File: src/rtl/smbus_notify_pkg.sv
package smbus_notify_pkg;
  typedef enum logic [1:0] {
    ST_IDLE,
    ST_ADDR,
    ST_BODY
  } rx_state_e;
endpackage

File: src/rtl/smbus_notify_fsm.sv
module smbus_notify_fsm
  import smbus_notify_pkg::*;
#(
  parameter int          BYTE_W    = 8,
  parameter int          NUM_BYTES = 3,
  parameter int          CNT_W     = 3,
  parameter logic [BYTE_W-2:0] HOST_ADDR = 7'h08
) (
  input  logic              clk_i,
  input  logic              rst_ni,
  input  logic              start_i,
  input  logic              stop_i,
  input  logic              byte_vld_i,
  input  logic [BYTE_W-1:0] byte_i,
  output logic              ack_o,
  output logic              wr_en_o,
  output logic [CNT_W-1:0]  slot_o,
  output logic              done_o
);
  localparam logic [CNT_W-1:0] CNT_FULL = CNT_W'(NUM_BYTES);
  localparam logic [CNT_W-1:0] CNT_OVER = CNT_W'(NUM_BYTES + 1);

  rx_state_e        state_q, state_d;
  logic [CNT_W-1:0] cnt_q, cnt_d;
  logic             addr_hit, byte_ev;

  assign addr_hit = (byte_i == {HOST_ADDR, 1'b0});
  assign byte_ev  = byte_vld_i && !start_i && !stop_i;

  always_comb begin
    state_d = state_q;
    cnt_d   = cnt_q;
    if (start_i) begin
      state_d = ST_ADDR;
      cnt_d   = '0;
    end else if (stop_i) begin
      state_d = ST_IDLE;
    end else if (byte_vld_i) begin
      unique case (state_q)
        ST_ADDR: state_d = addr_hit ? ST_BODY : ST_IDLE;
        ST_BODY: if (cnt_q != CNT_OVER) cnt_d = cnt_q + 1'b1;
        default: ;
      endcase
    end
  end

  always_ff @(posedge clk_i or negedge rst_ni) begin
    if (!rst_ni) begin
      state_q <= ST_IDLE;
      cnt_q   <= '0;
    end else begin
      state_q <= state_d;
      cnt_q   <= cnt_d;
    end
  end

  assign wr_en_o = byte_ev && (state_q == ST_BODY) && (cnt_q < CNT_FULL);
  assign ack_o   = (byte_ev && (state_q == ST_ADDR) && addr_hit) || wr_en_o;
  assign slot_o  = cnt_q;
  assign done_o  = stop_i && !start_i && (state_q == ST_BODY) && (cnt_q == CNT_FULL);

  // byte counter saturates one past the payload
  a_r3_cnt_bound: assert property (@(posedge clk_i) disable iff (!rst_ni)
    cnt_q <= CNT_OVER);
  // a start always reopens address phase
  a_r8_start_restarts: assert property (@(posedge clk_i) disable iff (!rst_ni)
    start_i |=> (state_q == ST_ADDR) && (cnt_q == '0));
  // body only entered from a matching write address
  a_r2_body_entry: assert property (@(posedge clk_i) disable iff (!rst_ni)
    (state_q != ST_BODY) && !start_i |=> (state_q == ST_BODY) -> $past(ack_o));
  // a stop closes any frame
  a_r7_stop_closes: assert property (@(posedge clk_i) disable iff (!rst_ni)
    stop_i && !start_i |=> state_q == ST_IDLE);
endmodule

File: src/rtl/smbus_notify_capture.sv
module smbus_notify_capture #(
  parameter int BYTE_W     = 8,
  parameter int WORD_BYTES = 2,
  parameter int CNT_W      = 3
) (
  input  logic                         clk_i,
  input  logic                         rst_ni,
  input  logic                         wr_en_i,
  input  logic [CNT_W-1:0]             slot_i,
  input  logic [BYTE_W-1:0]            byte_i,
  output logic [BYTE_W-2:0]            dev_o,
  output logic [WORD_BYTES*BYTE_W-1:0] word_o
);
  always_ff @(posedge clk_i or negedge rst_ni) begin
    if (!rst_ni)                       dev_o <= '0;
    else if (wr_en_i && slot_i == '0)  dev_o <= byte_i[BYTE_W-1:1];
  end

  // payload bytes land little-endian: slot k+1 -> byte lane k
  for (genvar k = 0; k < WORD_BYTES; k++) begin : g_lane
    always_ff @(posedge clk_i or negedge rst_ni) begin
      if (!rst_ni)
        word_o[k*BYTE_W +: BYTE_W] <= '0;
      else if (wr_en_i && slot_i == CNT_W'(k + 1))
        word_o[k*BYTE_W +: BYTE_W] <= byte_i;
    end
  end

  // a write touches only the lane selected by its slot
  a_r5_lane_select: assert property (@(posedge clk_i) disable iff (!rst_ni)
    wr_en_i && slot_i == '0 |=> $stable(word_o));
endmodule

File: src/rtl/smbus_notify_hold.sv
module smbus_notify_hold #(
  parameter int DEV_W  = 7,
  parameter int WORD_W = 16
) (
  input  logic              clk_i,
  input  logic              rst_ni,
  input  logic              done_i,
  input  logic              ack_i,
  input  logic [DEV_W-1:0]  dev_i,
  input  logic [WORD_W-1:0] word_i,
  output logic              irq_o,
  output logic              ovr_o,
  output logic [DEV_W-1:0]  dev_o,
  output logic [WORD_W-1:0] word_o
);
  logic load;
  assign load = done_i && (!irq_o || ack_i);

  always_ff @(posedge clk_i or negedge rst_ni) begin
    if (!rst_ni) begin
      irq_o  <= 1'b0;
      ovr_o  <= 1'b0;
      dev_o  <= '0;
      word_o <= '0;
    end else if (load) begin
      irq_o  <= 1'b1;
      ovr_o  <= 1'b0;
      dev_o  <= dev_i;
      word_o <= word_i;
    end else if (done_i) begin
      ovr_o  <= 1'b1;
    end else if (ack_i) begin
      irq_o  <= 1'b0;
      ovr_o  <= 1'b0;
    end
  end

  a_r6_irq_needs_done: assert property (@(posedge clk_i) disable iff (!rst_ni)
    $rose(irq_o) |-> $past(done_i));
  a_r9_ovr_needs_pending: assert property (@(posedge clk_i) disable iff (!rst_ni)
    $rose(ovr_o) |-> $past(irq_o) && !$past(ack_i));
  a_r11_hold_stable: assert property (@(posedge clk_i) disable iff (!rst_ni)
    irq_o && !ack_i |=> $stable(dev_o) && $stable(word_o));
  a_r10_ack_clears: assert property (@(posedge clk_i) disable iff (!rst_ni)
    ack_i && !done_i |=> !irq_o && !ovr_o);
  a_r10_ack_reload: assert property (@(posedge clk_i) disable iff (!rst_ni)
    ack_i && done_i |=> irq_o && !ovr_o);
endmodule

File: src/rtl/smbus_notify_rx.sv
module smbus_notify_rx #(
  parameter int          BYTE_W     = 8,
  parameter int          WORD_BYTES = 2,
  parameter logic [BYTE_W-2:0] HOST_ADDR = 7'h08
) (
  input  logic                         clk_i,
  input  logic                         rst_ni,
  input  logic                         start_i,
  input  logic                         stop_i,
  input  logic                         byte_vld_i,
  input  logic [BYTE_W-1:0]            byte_i,
  output logic                         ack_o,
  input  logic                         sw_ack_i,
  output logic                         irq_o,
  output logic                         overrun_o,
  output logic [BYTE_W-2:0]            dev_addr_o,
  output logic [WORD_BYTES*BYTE_W-1:0] status_o
);
  localparam int DEV_W     = BYTE_W - 1;
  localparam int WORD_W    = WORD_BYTES * BYTE_W;
  localparam int NUM_BYTES = WORD_BYTES + 1;
  localparam int CNT_W     = $clog2(NUM_BYTES + 2);

  logic             wr_en, done;
  logic [CNT_W-1:0] slot;
  logic [DEV_W-1:0] stage_dev;
  logic [WORD_W-1:0] stage_word;

  smbus_notify_fsm #(
    .BYTE_W(BYTE_W), .NUM_BYTES(NUM_BYTES), .CNT_W(CNT_W), .HOST_ADDR(HOST_ADDR)
  ) u_fsm (
    .clk_i, .rst_ni, .start_i, .stop_i, .byte_vld_i, .byte_i,
    .ack_o, .wr_en_o(wr_en), .slot_o(slot), .done_o(done)
  );

  smbus_notify_capture #(
    .BYTE_W(BYTE_W), .WORD_BYTES(WORD_BYTES), .CNT_W(CNT_W)
  ) u_capture (
    .clk_i, .rst_ni, .wr_en_i(wr_en), .slot_i(slot), .byte_i,
    .dev_o(stage_dev), .word_o(stage_word)
  );

  smbus_notify_hold #(
    .DEV_W(DEV_W), .WORD_W(WORD_W)
  ) u_hold (
    .clk_i, .rst_ni, .done_i(done), .ack_i(sw_ack_i),
    .dev_i(stage_dev), .word_i(stage_word),
    .irq_o, .ovr_o(overrun_o), .dev_o(dev_addr_o), .word_o(status_o)
  );

  // acknowledge only ever answers a byte
  a_r3_ack_on_byte: assert property (@(posedge clk_i) disable iff (!rst_ni)
    ack_o |-> byte_vld_i);
endmodule

File: config.mk
export PLATFORM = sky130hd
export DESIGN_NAME = smbus_notify_rx
export DESIGN_NICKNAME = d
export VERILOG_FILES = /design/src/rtl/smbus_notify_pkg.sv /design/src/rtl/smbus_notify_fsm.sv /design/src/rtl/smbus_notify_capture.sv /design/src/rtl/smbus_notify_hold.sv /design/src/rtl/smbus_notify_rx.sv
export SDC_FILE = /design/constraint.sdc
export NUM_CORES = 1
export LEC_CHECK = 0
export BUFFER_PORTS_ARGS = -buffer_cell sky130_fd_sc_hd__buf_2
export CELL_PAD_IN_SITES_DETAIL_PLACEMENT = 1
export CELL_PAD_IN_SITES_GLOBAL_PLACEMENT = 1
export CORE_AREA = 3 3 92 94
export DETAILED_ROUTE_END_ITERATION = 12
export DIE_AREA = 0 0 95 97
export GPL_TIMING_DRIVEN = 0
export PLACE_DENSITY = 0.6
export SETUP_SLACK_MARGIN = 0.2
export SYNTH_ARGS = -nofsm -noshare
export SYNTH_HDL_FRONTEND = slang
export SYNTH_HIERARCHICAL = 1
export SYNTH_SLANG_ARGS = --single-unit
File: constraint.sdc
create_clock -name clk_i -period 2.55 [get_ports clk_i]
set_input_delay 0.255 -clock clk_i [delete_from_list [all_inputs] [get_ports clk_i]]
set_output_delay 0.255 -clock clk_i [all_outputs]
set_load 0.02 [all_outputs]
* After elaboration in Yosys (flattened, before gate mapping)
Index checks and enable logic that the tools add are counted.
** Storage, ports and cells
- Word-level logic and storage cells :: 64
- Bits in read-only memories :: 0
- RAM bits :: 0
- Memories :: 0
- Flip-flop bits (word level) :: 53
- Latch bits :: 0
** Cells by class
- Mux-type cells :: 15
- Bitwise operators :: 0
- Equal/unequal tests :: 9
- $lt $le $gt $ge :: 1
- Divide/modulo/power cells :: 0
- $add $sub $neg :: 1
- Reduce and logical (&&, ||, !) cells :: 29
- Shifts and indexed selects :: 0
- Multiply operators :: 0
** Operators by type and width (number)
- $mux W3 :: 5
- $logic_and A1 B1 Y1 :: 13
- $mux W2 :: 5
- $reduce_bool A3 Y1 :: 3
- $eq A8 B5 Y1 const B :: 1
- $reduce_bool A2 Y1 :: 4
- $eq A3 B2 Y1 const B :: 2
- $mux W1 :: 5
- $ne A2 B2 Y1 const B :: 2
- $reduce_and A2 Y1 :: 2
- $reduce_and A4 Y1 :: 1
- $add A3 B1 Y3 const B :: 1
- $eq A3 B1 Y1 const B :: 1
- $logic_not A1 Y1 :: 3
- $logic_not A3 Y1 :: 1
- $lt A3 B2 Y1 const B :: 1
- $ne A3 B3 Y1 const B :: 1
- $eq A2 B1 Y1 const B :: 1
- $eq A2 B2 Y1 const B :: 1
- $logic_or A1 B1 Y1 :: 2

* Depth between registers and ports, before layout
Gate-level depths: netlist of run 1.
- Depth after elaboration :: 7
- Depth in mapped cells :: 7

* Cells and area by module
The synthesis of run 1 kept the hierarchy.
** By module, submodules not included
- smbus_notify_hold :: area an instance 1046.0 µm², instances 1, cells each 55
- smbus_notify_capture :: area an instance 890.9 µm², instances 1, cells each 51
- smbus_notify_fsm :: area an instance 369.1 µm², instances 1, cells each 38

* Worst setup path before layout of run 1
OpenSTA, ideal clock, no wires.
- Path type :: input -> register
- From :: input port start_i
- To :: register u_capture.word_o[10]
- Required time :: 2.425 ns
- Slack :: 0.779 ns
- Path buffers :: 2
- Arrival :: 1.646 ns
- Stages on the path :: 7
- Setup time :: 0.125 ns
- Path through :: buf_6 nor3b_1 o211ai_1 nor2_1 nor4bb_1 buf_2 mux2_2
** On the way
- Cells in the longest elaborated chain, start to end :: 6
** RTL lines
- start, declared :: line smbus_notify_rx.sv:8 : input logic start_i,
- $logic_not A1 Y1 :: line smbus_notify_fsm.sv:28 : assign byte_ev = byte_vld_i && !start_i && !stop_i;
- $logic_and A1 B1 Y1 (2 in a row) :: line smbus_notify_fsm.sv:28
- $logic_and A1 B1 Y1 (2 in a row) :: line smbus_notify_fsm.sv:57 : assign wr_en_o = byte_ev && (state_q == ST_BODY) && (cnt_q < CNT_FULL);
- via wr_en :: line smbus_notify_rx.sv:24 : logic wr_en, done;
- $logic_and A1 B1 Y1 :: line smbus_notify_capture.sv:24 : else if (wr_en_i && slot_i == CNT_W'(k + 1))
- end signal, assigned by index :: line smbus_notify_capture.sv:25 : word_o[k*BYTE_W +: BYTE_W] <= byte_i;
- end, declared :: line smbus_notify_capture.sv:12 : output logic [WORD_BYTES*BYTE_W-1:0] word_o
The timed path passes the listed nets, and every way through them passes these cells.
A chain may end at the register's enable or synchronous reset.

* Worst setup path in the final report of run 1
- From :: register u_fsm.state_q[1]
- To :: register u_capture.dev_o[3]
** On the way
- Cells in the longest elaborated chain, start to end :: 4
** RTL lines
- start, declared :: line smbus_notify_fsm.sv:23 : rx_state_e state_q, state_d;
- start signal, assigned :: line smbus_notify_fsm.sv:52 : state_q <= state_d;
- $eq A2 B2 Y1 :: line smbus_notify_fsm.sv:57
- $logic_and A1 B1 Y1 (2 in a row) :: line smbus_notify_fsm.sv:57
- via wr_en :: line smbus_notify_rx.sv:24
- $logic_and A1 B1 Y1 :: line smbus_notify_capture.sv:16 : else if (wr_en_i && slot_i == '0) dev_o <= byte_i[BYTE_W-1:1];
- end signal, assigned :: line smbus_notify_capture.sv:16
- end, declared :: line smbus_notify_capture.sv:11 : output logic [BYTE_W-2:0] dev_o,
The timed path passes the listed nets, and every way through them passes these cells.

==> results.toml, run 1 <==
[clocking]
clk_pin_slew_ns = 0.10
cts.path.max_buffers = 2
cts_hold_buf = 0
clock_sinks = 53
cts_buffers = 5
clockRootBuffer = "clkbuf_8"
clk_latency_ns = 0.31
htree_levels = 2
cts_resized = 0
postCtsSetupRepairBufs = 0
cts_tree = "yes"

[setup_path]
end_kind = "flip-flop"
cpLargestDelayFamily = "simple AND/OR/NAND/NOR gates"
reg2reg_depth = 5
cp_max_fo = 7
path_class = "reg -> reg"
crit_required_ns = 2.75
cp_cell_sequence = "nor3b_1 -> o211ai_1 -> nor2_1 -> nor4b_4 -> mux2_2"
cp_num_buf_inv = 0
cp_slowest_stage_delay_ns = 0.58
regToRegSetupSlack_ns = 0.42
cp_slowest_cell = "nor4b_4"
reg2reg_to = "u_capture/dev_o[3]"
critPathArrivalTime_ns = 2.33
r2r-start = "u_fsm/state_q[1]"
startpoint_type = "flip-flop"

[synth]
syn_nets = 161
synth_warnings = 6
syn_avg_cell_area_um2 = 16.0
synthArstFlopShare = 1.00
synth_top_family_by_area = "multiplexers"
synth_cell_type_count = 29
synth-seq-cells = 53
synthFlopType = "dfrtp_1"
synth.area.mux_share = 0.279
synth-xor-area-share = 0
syn_area_um2 = 2310
synth_compound_area_frac = 0.0114
synth_edf_count = 0
synthesis.instances = 144
synth_fa_ha_area_frac = 0.0163
seq_area_frac_synth = 0.575
yosys.area_share.simple = 0.0852

[die]
pin_count = 40
die_h_um = 97
die_w_um = 95
start_util = 0.298
dieArea_um2 = 9220
coreArea_um2 = 7730
num_rows = 32

[timing]
layout_setup_ws_ns = 0.420
fmax_mhz = 470
hold_viol_final = 0
fin_tns_setup_ns = 0
fin_crit_ns = 2.13
clock_skew_ns = 0.00666
drv_slew = 0
period_share = 0.835
rsz0062_at_grt = "false"
worst_pin_slew_ns = 1.19
slew-limit-headroom = 0.209
setup_violations = 0

[global_route]
antenna_found_initial = 0
grt_pass1_vias = 1385
grt_max_degree = 54
grt_pass1_wl_um = 7470
grt.overflow.total = 0
track_usage = 0.107

[placement]
dpl.hpwl_um = 3180
globalplace.congestion = 0.670
dp_slack_ns = 0.410
dpl_cell_area_um2 = 2620
portBuffers = 38

[pwr]
share_comb_of_total_power = 0.030
seqPwrFrac = 0.574
ir_drop_uv = 203
p_per_area_nw_per_um2 = 536
clockPowerShare = 0.396
p_int_uw = 1150
p_sw_uw = 318
p_sw_frac = 0.217
power_leakage_uw = 0.00148

[cells_and_area]
fin_nets = 206
drive_gt1_frac = 0.558
final_cell_mix = "dfrtp_1 (53), buf_2 (40), mux2_2 (26)"
layout-area-overhead-vs-synth_pct = 18.7
fillers = 843
final_common_cell = "dfrtp_1"
diodes = 0
postLayoutCellArea_um2 = 2740

[outcome]
status = "finished clean"

[detailed_routing]
met2WireLength_um = 1980
postRouteAntennaNets = 0
num_vias = 1298
dr.pass1.iters = 4
top_layer_used = "met4"
wl_met3_um = 243
drtIter0Drc = 48
wl_per_cell_um = 15.5
drc = 0
vias_per_cell = 4.45
routed_wl_um = 4510
m1WireLength_um = 2220

[min_path]
min_from = "sw_ack_i"
hold-path-cell-count = 2
hp-class = "in -> reg"
holdPathEnd = "u_hold/ovr_o"

[run]
cap_violations = 0
[flip-flops by register name, indices dropped and copies added, names as in the netlist]
name and flops:
u_hold/dev_o 7, u_hold/ovr_o 1, u_fsm/state_q 2, u_fsm/slot_o 3, u_capture/dev_o 7, u_hold/word_o 16
u_hold/irq_o 1, u_capture/word_o 16
[cells by family (layout without fill, tap and decap cells)]
family / Yosys count / after routing
flip-flops: 53 / 53
multiplexers: 50 / 50
AND/OR/NAND/NOR: 25 / 25
buffers and inverters: 9 / 55
AO/OA/AOI/OAI: 4 / 4
adder cells (fa/ha/maj): 3 / 3
[power by group through the flow]
stage | logic [uW] | clock network, uW | registers, uW
after floorplan | 10.2 | 0 | 858
final | 44.5 | 581 | 842
after global routing | 50.9 | 644 | 843
after detailed placement | 46.5 | 0 | 859
after CTS | 46.5 | 609 | 842
after global placement | 46.5 | 0 | 859
[Yosys cell counts (all sizes together) (2+ instances only)]
library cell  count  share of area
ha                3          0.016
inv               4         0.0065
buf               5          0.027
nand2b            4          0.014
dfrtp            53           0.58
nor3b             2         0.0065
or2b              2         0.0065
o21ai             2         0.0043
mux2i             2         0.0087
nor2              6         0.0098
nor4b             2          0.014
mux2             48           0.27
nand2             2         0.0065
[worst max path at each step]
stage	end	start	slack (ns)	cells after the start
after global routing	u_capture/dev_o[5]	u_fsm/state_q[1]	0.22	5
after floorplan	u_capture/word_o[10]	start_i	0.78	7
after global placement	u_capture/dev_o[6]	u_fsm/state_q[1]	0.45	5
after CTS	u_capture/dev_o[2]	u_fsm/state_q[1]	0.39	5
after detailed placement	u_capture/dev_o[6]	u_fsm/state_q[1]	0.41	5
final	u_capture/dev_o[3]	u_fsm/state_q[1]	0.42	5
[metal layers]
layer / global-route usage / vias to the layer above
met1: 0.154 / 663
li1: - / 599
met4: 0.0433 / 0
met3: 0.0280 / 5
met5: 0 / -
met2: 0.152 / 31
[metrics by stage]
| step | hold slack [ns] | cells | power (uW) | utilization |
|---|---|---|---|---|
| 2_1_floorplan | -0.0406 | 144 | 869 | - |
| 3_3_place_gp | 0.425 | 284 | 905 | 0.340 |
| 3_5_place_dp | 0.427 | 284 | 905 | 0.340 |
| 4_1_cts | 0.0858 | 292 | 1500 | 0.354 |
| 5_1_grt | 0.0902 | 292 | 1540 | 0.354 |
| 6_report | 0.101 | 292 | 1470 | 0.354 |
[cell type report]
| cell class | instances | area [um2] | area share |
|---|---|---|---|
| Inverter | 4 | 15.0 | 0.00549 |
| Tap cell | 102 | 128 | 0.0466 |
| Timing Repair Buffer | 38 | 190 | 0.0695 |
| Clock inverter | 3 | 43.8 | 0.0160 |
| Buffer | 5 | 61.3 | 0.0224 |
| Clock buffer | 5 | 68.8 | 0.0251 |
| Sequential cell | 53 | 1330 | 0.485 |
| Multi-Input combinational cell | 82 | 903 | 0.330 |
No activity file was read; power rests on OpenSTA's default activity.
==> run 2, diff against run 1 <==
clock period = 2.01 ns   (was 2.55 ns; I/O delays follow)
==> results.toml, run 2 (synthesis results as in run 1) <==
[timing]
worst_pin_slew_ns = 1.19
fin_tns_setup_ns = 0
setup_violations = 0
hold_viol_final = 0
slew-limit-headroom = 0.208
clock_skew_ns = 0.00551
drv_slew = 0
fmax_mhz = 533
fin_crit_ns = 1.87
rsz0062_at_grt = "true"
period_share = 0.933

[setup_path]
path_class = "reg -> reg"
startpoint = "u_fsm/state_q[0]"
end_kind = "flip-flop"
regToRegSetupSlack_ns = 0.14
startpoint_type = "flip-flop"
reg2reg_to = "u_capture/dev_o[2]"
reg2reg_depth = 7
r2r-start = "u_fsm/state_q[0]"
cp-endpoint = "u_capture/dev_o[2]"
critPathArrivalTime_ns = 2.07
cp_max_fo = 4
crit_required_ns = 2.21

[global_route]
grt.overflow.total = 0
grt.met2_usage = 0.158
grt_pass1_wl_um = 7790
grt_pass1_vias = 1398
antenna_found_initial = 0
track_usage = 0.111
use_met1 = 0.161
grt_max_degree = 54
met3_usage = 0.0280
busiest_layer = "met1"

[detailed_routing]
postRouteAntennaNets = 0
routed_wl_um = 4800
drtIter0Drc = 58
vias_per_cell = 4.42
dr.pass1.iters = 4
num_vias = 1340
wl_per_cell_um = 15.8
drc = 0

[pwr]
p_per_area_nw_per_um2 = 638
power_uw = 1870
power_leakage_uw = 0.00156
ir_drop_uv = 262

[placement]
dpl.hpwl_um = 3180
portBuffers = 38
globalplace.congestion = 0.670
dpl.cell_count = 284

[min_path]
hp-class = "in -> reg"

[cells_and_area]
top_regs = "u_capture/word_o x16, u_hold/word_o x16"
fin_cells = 303
final_common_cell = "dfrtp_1"
final_cell_mix = "dfrtp_1 (50), mux2_4 (41), buf_2 (37)"
fin_nets = 217
final_core_util = 0.380
diodes = 0
layout-area-overhead-vs-synth_pct = 27.3
fillers = 827
drive_gt1_frac = 0.612

[die]
pin_count = 40
die_w_um = 95
num_rows = 32
dieArea_um2 = 9220
start_util = 0.298
die_h_um = 97
coreArea_um2 = 7730

[clocking]
clk_latency_ns = 0.31
cts.path.max_buffers = 2
clockRootBuffer = "clkbuf_8"
htree_levels = 2
cts_hold_buf = 0
cts_buffers = 5
cts_tree = "yes"
clock_sinks = 53
clk_pin_slew_ns = 0.10

[run]
cap_violations = 0

[outcome]
status = "finished clean"
[run 2: changes by cell type in the layout (fill, tap and decap cells not counted), moves of 3 or more]
cell     previous run  this run
mux2_2             26         7
dfrtp_2             0         3
dfrtp_1            53        50
buf_2              40        37
buf_4               0        13
mux2_4             22        41
[run 2: through the flow]
step | setup WS [ns] | area [um2] | hold slack, ns
after floorplan | 0.243 | 2310 | -0.0946
after detailed placement | -0.130 | 2620 | 0.373
final | 0.136 | 2940 | 0.0469
after CTS | 0.131 | 2830 | 0.0318
after global placement | -0.0891 | 2620 | 0.371
after global routing | 0.0293 | 2940 | 0.0362
[run 2: worst min-delay path by stage]
stage | startpoint | endpoint | slack [ns] | depth (start not counted)
2_1_floorplan | rst_ni | u_capture/dev_o[0] | -0.09 | 0
3_3_place_gp | sw_ack_i | u_hold/ovr_o | 0.37 | 2
3_5_place_dp | sw_ack_i | u_hold/ovr_o | 0.37 | 2
4_1_cts | sw_ack_i | u_hold/ovr_o | 0.03 | 2
5_1_grt | sw_ack_i | u_hold/ovr_o | 0.04 | 2
6_report | sw_ack_i | u_hold/ovr_o | 0.05 | 2
[run 2: layout make-up]
cell class,count,area (um2),share of cell area
inverter,4,15.0,0.00511
timing repair buffer,49,275,0.0937
clock inverter,3,43.8,0.0149
buffer,5,78.8,0.0268
clock buffer,5,68.8,0.0234
sequential,53,1330,0.453
tap,102,128,0.0435
multi-input combinational,82,997,0.340
[run 2: repair_timing]
action / 4_1_cts / 5_1_grt
resized for setup: 16 / 16
pin swaps: 3 / 4
setup buffers: 5 / 6
gates cloned: 0 / 0
setup endpoints to repair: 30 / 44
[run 2: routing by layer]
| layer | part of all wire | wire (um) |
|---|---|---|
| met3 | 0.055 | 266 |
| met2 | 0.45 | 2160 |
| met1 | 0.48 | 2300 |
| met5 | 0 | 0 |
| met4 | 0.014 | 65 |
[run 2: where the power goes]
group,switching [uW],internal [uW],leakage (uW)
Sequential,1.37,1070,0.000733
Clock,366,374,0.0000585
Combinational,42.6,21.4,0.000763
Total,410,1460,0.00156
[run 2: critical path, cell delays in order (launching register included)]
cell and delay (ns):
dfrtp_1 0.42, nor3b_2 0.21, o211ai_1 0.15, nor2_2 0.14, buf_4 0.12, nor4b_4 0.20, buf_4 0.19, mux2_2 0.33
==> run 3, diff against run 2 <==
MAX_ROUTING_LAYER = met4   (was not set)
==> results.toml, run 3 (synthesis results as in run 1) <==
[outcome]
status = "finished clean"

[cells_and_area]
fin_nets = 217
final_cell_mix = "dfrtp_1 (50), mux2_4 (41), buf_2 (37)"
final_core_util = 0.380
fin_cells = 303
layout-area-overhead-vs-synth_pct = 27.3
postLayoutCellArea_um2 = 2940
drive_gt1_frac = 0.612
final_common_cell = "dfrtp_1"
diodes = 0
top_regs = "u_capture/word_o x16, u_hold/word_o x16"

[setup_path]
r2r-start = "u_fsm/state_q[0]"
reg2reg_to = "u_capture/dev_o[5]"
cp-endpoint = "u_capture/dev_o[5]"
reg2reg_depth = 7
startpoint = "u_fsm/state_q[0]"
cp_max_fo = 4
startpoint_type = "flip-flop"
path_class = "reg -> reg"
critPathArrivalTime_ns = 2.08
regToRegSetupSlack_ns = 0.13
end_kind = "flip-flop"
crit_required_ns = 2.21

[detailed_routing]
routed_wl_um = 4790
drc = 0
wl_per_cell_um = 15.8
dr.pass1.iters = 4
postRouteAntennaNets = 0
num_vias = 1340
drtIter0Drc = 29
vias_per_cell = 4.42

[pwr]
power_uw = 1870
p_per_area_nw_per_um2 = 637
ir_drop_uv = 260
power_leakage_uw = 0.00156

[clocking]
clk_pin_slew_ns = 0.10
clockRootBuffer = "clkbuf_8"
cts.path.max_buffers = 2
cts_hold_buf = 0
clk_latency_ns = 0.31
htree_levels = 2
cts_tree = "yes"
cts_buffers = 5
clock_sinks = 53

[die]
die_h_um = 97
dieArea_um2 = 9220
die_w_um = 95
start_util = 0.298
coreArea_um2 = 7730
pin_count = 40
num_rows = 32

[global_route]
grt_max_degree = 54
grt_pass1_wl_um = 7780
antenna_found_initial = 0
track_usage = 0.114
grt_pass1_vias = 1401
grt.overflow.total = 0

[run]
cap_violations = 0

[placement]
portBuffers = 38
dpl_cell_area_um2 = 2620
dpl.cell_count = 284
globalplace.congestion = 0.677
dpl.hpwl_um = 3180

[timing]
period_share = 0.935
fin_crit_ns = 1.88
hold_viol_final = 0
finalHoldWorstSlack_ns = 0.0488
drv_slew = 0
fmax_mhz = 532
slew-limit-headroom = 0.218
worst_pin_slew_ns = 1.17
rsz0062_at_grt = "true"
setup_violations = 0
clock_skew_ns = 0.00586

[min_path]
hp-class = "in -> reg"
hold-path-cell-count = 2
[run 3: layer usage]
layer,track usage,part of all wire,up-vias
li1,-,-,620
met1,0.162,0.48,683
met2,0.157,0.45,32
met3,0.0280,0.053,5
met4,0.0433,0.014,0
met5,-,0,-
[run 3: per-stage QoR]
step,TNS [ns],worst slack [ns]
detailed placement,-1.38,-0.130
CTS,0,0.131
floorplan,0,0.243
global placement,-0.858,-0.0891
finish,0,0.131
global route,0,0.0293
[run 3: how the worst min path moves through the flow]
stage,start,endpoint,slack [ns]
floorplan,rst_ni,u_capture/dev_o[0],-0.09
global placement,sw_ack_i,u_hold/ovr_o,0.37
detailed placement,sw_ack_i,u_hold/ovr_o,0.37
CTS,sw_ack_i,u_hold/ovr_o,0.03
global route,sw_ack_i,u_hold/ovr_o,0.04
finish,sw_ack_i,u_hold/ovr_o,0.05
[run 3: area by class of cell]
type | count | area, um2
fillers | 827 | 4790
flip-flops and latches | 53 | 1330
multi-input cells | 82 | 997
repair buffers | 49 | 275
well taps | 102 | 128
plain buffers | 5 | 78.8
clock buffers | 5 | 68.8
clock inverters | 3 | 43.8
inverters | 4 | 15.0
[run 3: power by group]
part	internal [uW]	switching, uW	leakage, uW
clock network	374	364	0.0000585
registers	1070	1.33	0.000733
logic	21.4	42.1	0.000763
total	1460	408	0.00156
[run 3: worst max-delay path, cell delays in order (launching register included)]
cell and delay, ns:
dfrtp_1 0.42, nor3b_2 0.21, o211ai_1 0.15, nor2_2 0.14, buf_4 0.12, nor4b_4 0.20, buf_4 0.20, mux2_2 0.33
[run 3: what timing repair did]
item,CTS,global route
buffers inserted,5,6
setup endpoints to repair,30,44
pin swaps,3,4
resized for setup,16,16
